<file path="src/rtl/dtmr_pkg.sv">
package dtmr_pkg;

    // Byte offsets decoded on the register bus
    localparam int OFF_LOAD  = 0;
    localparam int OFF_VALUE = 4;
    localparam int OFF_CTRL  = 8;
    localparam int OFF_EOI   = 12;
    localparam int OFF_STAT  = 16;

    // Number of implemented control bits
    localparam int CTRL_BITS = 3;

    // Packed so that bit 0 = enable, bit 1 = reload mode, bit 2 = mask
    typedef struct packed {
        logic mask;
        logic reload_mode;
        logic en;
    } ctrl_t;

endpackage

</file>
<file path="src/rtl/dtmr_regs.sv">
module dtmr_regs
    import dtmr_pkg::*;
#(
    parameter int DATA_W = 32,
    parameter int ADDR_W = 5
) (
    input  logic              clk,
    input  logic              rst_n,
    input  logic [ADDR_W-1:0] addr,
    input  logic              wr,
    input  logic [DATA_W-1:0] wdata,
    output ctrl_t             ctrl,
    output logic [DATA_W-1:0] load_val,
    output logic              stop_now
);

    typedef struct packed {
        ctrl_t             ctrl;
        logic [DATA_W-1:0] load;
    } regs_t;

    regs_t rg_d, rg_q;
    logic  hit_ctrl;
    logic  hit_load;

    always_comb begin
        hit_ctrl = wr && (addr == ADDR_W'(OFF_CTRL));
        hit_load = wr && (addr == ADDR_W'(OFF_LOAD));
        rg_d     = rg_q;
        if (hit_load) begin
            rg_d.load = wdata;
        end
        if (hit_ctrl) begin
            rg_d.ctrl = ctrl_t'(wdata[CTRL_BITS-1:0]);
        end
        // A control write that drops the enable acts at this very edge
        stop_now = hit_ctrl && !wdata[0];
    end

    always_ff @(posedge clk or negedge rst_n) begin
        if (!rst_n) begin
            rg_q <= '0;
        end else begin
            rg_q <= rg_d;
        end
    end

    assign ctrl     = rg_q.ctrl;
    assign load_val = rg_q.load;

endmodule

</file>
<file path="src/rtl/dtmr_core.sv">
module dtmr_core
    import dtmr_pkg::*;
#(
    parameter int DATA_W = 32
) (
    input  logic              clk,
    input  logic              rst_n,
    input  ctrl_t             ctrl,
    input  logic              stop_now,
    input  logic [DATA_W-1:0] load_val,
    input  logic              eoi_clr,
    output logic [DATA_W-1:0] count,
    output logic              pending,
    output logic              started
);

    localparam logic [DATA_W-1:0] WRAP_VAL = '1;
    localparam logic [DATA_W-1:0] ONE      = DATA_W'(1);

    typedef struct packed {
        logic              started;
        logic              pending;
        logic [DATA_W-1:0] count;
    } core_t;

    core_t cs_d, cs_q;
    logic  run;
    logic  at_zero;
    logic  zero_evt;

    always_comb begin
        run      = ctrl.en && !stop_now;
        at_zero  = (cs_q.count == '0);
        zero_evt = run && cs_q.started && at_zero;
        cs_d     = cs_q;
        if (!run) begin
            // Stopped: hold the count, forget the pending event
            cs_d.started = 1'b0;
            cs_d.pending = 1'b0;
        end else begin
            cs_d.started = 1'b1;
            if (!cs_q.started) begin
                cs_d.count = load_val;
            end else if (at_zero) begin
                cs_d.count = ctrl.reload_mode ? load_val : WRAP_VAL;
            end else begin
                cs_d.count = cs_q.count - ONE;
            end
            // A new zero event outranks an acknowledge at the same edge
            cs_d.pending = zero_evt || (cs_q.pending && !eoi_clr);
        end
    end

    always_ff @(posedge clk or negedge rst_n) begin
        if (!rst_n) begin
            cs_q <= '0;
        end else begin
            cs_q <= cs_d;
        end
    end

    assign count   = cs_q.count;
    assign pending = cs_q.pending;
    assign started = cs_q.started;

endmodule

</file>
<file path="src/rtl/dtmr_rdmux.sv">
module dtmr_rdmux
    import dtmr_pkg::*;
#(
    parameter int DATA_W = 32,
    parameter int ADDR_W = 5
) (
    input  logic [ADDR_W-1:0] addr,
    input  logic              rd,
    input  logic [DATA_W-1:0] load_val,
    input  logic [DATA_W-1:0] count,
    input  ctrl_t             ctrl,
    input  logic              irq_line,
    output logic [DATA_W-1:0] rdata
);

    always_comb begin
        rdata = '0;
        if (rd) begin
            case (addr)
                ADDR_W'(OFF_LOAD):  rdata = load_val;
                ADDR_W'(OFF_VALUE): rdata = count;
                ADDR_W'(OFF_CTRL):  rdata = DATA_W'(ctrl);
                ADDR_W'(OFF_STAT):  rdata = DATA_W'(irq_line);
                default:            rdata = '0;
            endcase
        end
    end

endmodule

</file>
<file path="src/rtl/downcount_timer.sv">
module downcount_timer
    import dtmr_pkg::*;
#(
    parameter int DATA_W = 32,
    parameter int ADDR_W = 5
) (
    input  logic              clk,
    input  logic              rst_n,
    input  logic [ADDR_W-1:0] bus_addr,
    input  logic              bus_wr,
    input  logic              bus_rd,
    input  logic [DATA_W-1:0] bus_wdata,
    output logic [DATA_W-1:0] bus_rdata,
    output logic              irq
);

    localparam logic [ADDR_W-1:0] EOI_ADDR = ADDR_W'(OFF_EOI);

    ctrl_t             ctrl;
    logic              ctrl_en;
    logic              ctrl_mode;
    logic              ctrl_mask;
    logic [DATA_W-1:0] load_val;
    logic [DATA_W-1:0] count;
    logic              pending;
    logic              started;
    logic              stop_now;
    logic              eoi_clr;
    logic              irq_line;

    dtmr_regs #(
        .DATA_W (DATA_W),
        .ADDR_W (ADDR_W)
    ) u_regs (
        .clk      (clk),
        .rst_n    (rst_n),
        .addr     (bus_addr),
        .wr       (bus_wr),
        .wdata    (bus_wdata),
        .ctrl     (ctrl),
        .load_val (load_val),
        .stop_now (stop_now)
    );

    assign eoi_clr = bus_rd && (bus_addr == EOI_ADDR);

    dtmr_core #(
        .DATA_W (DATA_W)
    ) u_core (
        .clk      (clk),
        .rst_n    (rst_n),
        .ctrl     (ctrl),
        .stop_now (stop_now),
        .load_val (load_val),
        .eoi_clr  (eoi_clr),
        .count    (count),
        .pending  (pending),
        .started  (started)
    );

    assign ctrl_en   = ctrl.en;
    assign ctrl_mode = ctrl.reload_mode;
    assign ctrl_mask = ctrl.mask;
    assign irq_line  = pending && !ctrl_mask;
    assign irq       = irq_line;

    dtmr_rdmux #(
        .DATA_W (DATA_W),
        .ADDR_W (ADDR_W)
    ) u_rdmux (
        .addr     (bus_addr),
        .rd       (bus_rd),
        .load_val (load_val),
        .count    (count),
        .ctrl     (ctrl),
        .irq_line (irq_line),
        .rdata    (bus_rdata)
    );

endmodule

</file>
<file path="config.mk">
export PLATFORM = sky130hd
export DESIGN_NAME = downcount_timer
export DESIGN_NICKNAME = d
export VERILOG_FILES = /design/src/rtl/dtmr_pkg.sv /design/src/rtl/dtmr_regs.sv /design/src/rtl/dtmr_core.sv /design/src/rtl/dtmr_rdmux.sv /design/src/rtl/downcount_timer.sv
export SDC_FILE = /design/constraint.sdc
export NUM_CORES = 1
export LEC_CHECK = 0
export ABC_AREA = 1
export BUFFER_PORTS_ARGS = -buffer_cell sky130_fd_sc_hd__buf_2
export CORE_MARGIN = 3
export CORE_UTILIZATION = 30
export DETAILED_ROUTE_END_ITERATION = 7
export PLACE_DENSITY = 0.54
export SYNTH_ARGS = -nofsm -noshare
export SYNTH_HDL_FRONTEND = slang
export SYNTH_HIERARCHICAL = 1
export SYNTH_SLANG_ARGS = --single-unit
</file>
<file path="constraint.sdc">
create_clock -name clk -period 3.5 [get_ports clk]
set_clock_uncertainty 0.05 [all_clocks]
set_input_delay 0.35 -clock clk [delete_from_list [all_inputs] [get_ports clk]]
set_output_delay 0.35 -clock clk [all_outputs]
set_load 0.05 [all_outputs]
</file>
==> flow_summary.toml <==
[critical_path]
worstSetupPathType = "in2out"
start_kind = "primary input"
crit_path_end_kind = "output port"
worst-path-buf-inv = 3
cp_max_fo = 29
path_cells = "buf_2, nor2_4, nand2_1, nor2_2, buf_4, nand2_1, a21oi_1, buf_2"
required_ps = 3100
path_delay_family = "buffers and inverters"
r2r_start = "u_core/count[0]"
max_stage_delay_ps = 390
crit_arrival_ps = 1780
cp_slowest_cell = "buf_4"
cp-startpoint = "bus_addr[3]"

[floorplanning]
pin_count = 74
core-area_um2 = 16600
die_area_um2 = 18600
initial_core_util_pct = 30.7
die_h_um = 136
fp-row-count = 47
fp.dieW_um = 136

[layout]
nNetsFinal = 860
drive_above_1_share_pct = 18.6
fillerInstances = 1817
n_antenna_cell = 0
utilization_pct = 35.5
area_growth_pct = 15.8

[clock_tree]
cts_max_level = 3
clk_pin_slew_ps = 60
cts.hold.buffers_added = 0
cts_tree = "built"
cts_resized = 0
clock_sinks = 69
clk_latency_ps = 340
numCtsBuffers = 9
clockRootBuffer = "clkbuf_16"
cts_setup_buffers = 0
cts_max_path_buffers = 2

[timing]
setup_viol = 0
min_period_ps = 2180
final_hold_viol_count = 0
tightest_slew_ps = 939
rsz0062_at_grt = "false"
fmax_mhz = 460
setup_tns_ps = 0
period_share_pct = 62.2
slew_headroom_pct = 37.4
drv_slew = 0

[routing]
final_antenna_net_count = 0
wirelength_mm = 16.8
firstDrtPassIters = 5
route.detailed.drc = 0
vias = 5215
first_iter_violations = 311
routedWlPerCell_um = 16.1
vias_per_cell = 5.00

[synthesis]
yosys_warnings = 6
synth_compound_area_share_pct = 5.62
yosys_register_bits = 69
syn_area_um2 = 5100
syn-instance-count = 765
synth-seq-area-share_pct = 33.8
yosys.area_share.adder_pct = 0.490
syn_avg_cell_area_um2 = 6.67
synthXorXnorAreaFrac_pct = 2.06
synthDistinctLibCells = 33
synth-simple-area-share_pct = 47.9
synthMuxAreaShare_pct = 0
syn_nets = 808
synth_top_family_by_area = "simple AND/OR/NAND/NOR gates"

[placement]
io_buffers = 73
globalplace.congestion = 0.845
dpl.hpwl_mm = 11.7

[outcome]
status = "finished, final reports clean"

[global_route]
gr-usage-all-layers_pct = 18.5
grt_pass1_vias = 5044
grt_max_degree = 70
gr-total-overflow = 0
antenna_found_initial = 0
grt_first_pass_wirelength_mm = 27.0

[pwr]
p_leak_nw = 2.91
irDropWorstVdd_mv = 0.291
powerDensity_nw_per_um2 = 667

[min_path]
worstHoldPathType = "in2async"

[run]
cap_violations = 0
==> per-layer routing <==
layer  share of wire (%)  vias to the layer above  global-route usage, %
met5                   0                        -                      0
met4                 1.5                        0                   4.98
li1                    -                     2602                      -
met2                  46                      131                   29.2
met3                 4.4                       15                   2.63
met1                  48                     2467                   26.6
==> synthesized netlist by cell type <==
cell / count / share of area, %
nand3b_1: 7 / 1.0
a32o_1: 1 / 0.20
o21ai_0: 6 / 0.59
ha_1: 2 / 0.49
dfrtp_1: 69 / 34
nand3_4: 1 / 0.34
o21bai_1: 1 / 0.15
nor2_2: 13 / 1.6
nand3_2: 1 / 0.20
nand3_1: 68 / 6.7
nand4_1: 80 / 9.8
buf_8: 1 / 0.29
a21oi_2: 10 / 1.7
or2_1: 1 / 0.12
buf_2: 22 / 2.2
a21oi_1: 26 / 2.6
nor2_1: 55 / 4.0
nand2_1: 277 / 20
buf_6: 7 / 1.5
nand2_2: 11 / 1.3
o21ai_4: 1 / 0.32
nor3_1: 2 / 0.20
inv_1: 61 / 4.5
xnor2_1: 4 / 0.69
nor2_4: 7 / 1.5
inv_2: 7 / 0.52
xor2_1: 8 / 1.4
nand2_4: 1 / 0.22
clkbuf_1: 9 / 0.66
o21ai_1: 1 / 0.098
buf_1: 2 / 0.15
nor2_8: 1 / 0.39
buf_4: 2 / 0.29
==> placed cells by master (no fill, tap or decap), drive strengths merged <==
cell type,instances
clkbuf,10
clkinv,2
bufinv,2
ha,2
buf,84
or2,1
o21ai,8
nand3b,7
nand3,70
a21oi,36
a32o,1
inv,69
dfrtp,69
nor3,2
o21bai,1
xor2,8
clkinvlp,1
nor2,76
nand4,80
xnor2,4
nand2,289
==> stage by stage <==
stage                     power [mW]  setup slack (ps)  instances  instance area [um^2]  hold slack [ps]
after detailed placement        2.90              1310       1026                  5580              442
after floorplan                 2.47              1030        765                  5100             4.41
after CTS                       3.96              1310       1042                  5910              202
final                           3.94              1320       1042                  5910              192
after global routing            4.26              1190       1042                  5910              212
after global placement          2.89              1350       1026                  5580              444
==> final timing paths <==
path | slack (ps) | end | cells past startpoint
max | 1320 | bus_rdata[14] | 8
min | 190 | u_core/count[26] | 2
max reg2reg | 1370 | u_core/count[24] | 10
min reg2reg | 460 | u_regs/ctrl[0] | 2
max in group asynchronous | 2600 | u_core/count[7] | 2
min in group clk | 210 | u_regs/load_val[20] | 3
==> cell families after synthesis <==
kind of cell	Yosys count
xor gates and xnor gates	12
buffers and inverters	111
AOI/OAI and AO/OA	46
DFF	69
adders and majority gates	2
and+or+nand+nor	525
==> area by class of cell <==
type	count	area (um^2)	share of cell area (%)
Multi-Input combinational cell	585	2860	48.4
Sequential cell	69	1730	29.2
Timing Repair Buffer	84	460	7.79
Tap cell	220	275	4.66
Inverter	68	255	4.32
Clock buffer	10	239	4.04
Clock inverter	6	93.8	1.59
==> flip-flops by register name, summed over array words and instances, names as in the netlist <==
name	cells
u_core/count	32
u_core/pending	1
u_core/started	1
u_regs/ctrl	3
u_regs/load_val	32
==> where the power goes <==
group	switching, mW	internal [mW]
logic	0.944	0.496
registers	0.415	1.05
clock network	0.389	0.649
total	1.75	2.20
Power figures use the tool's default switching activity.
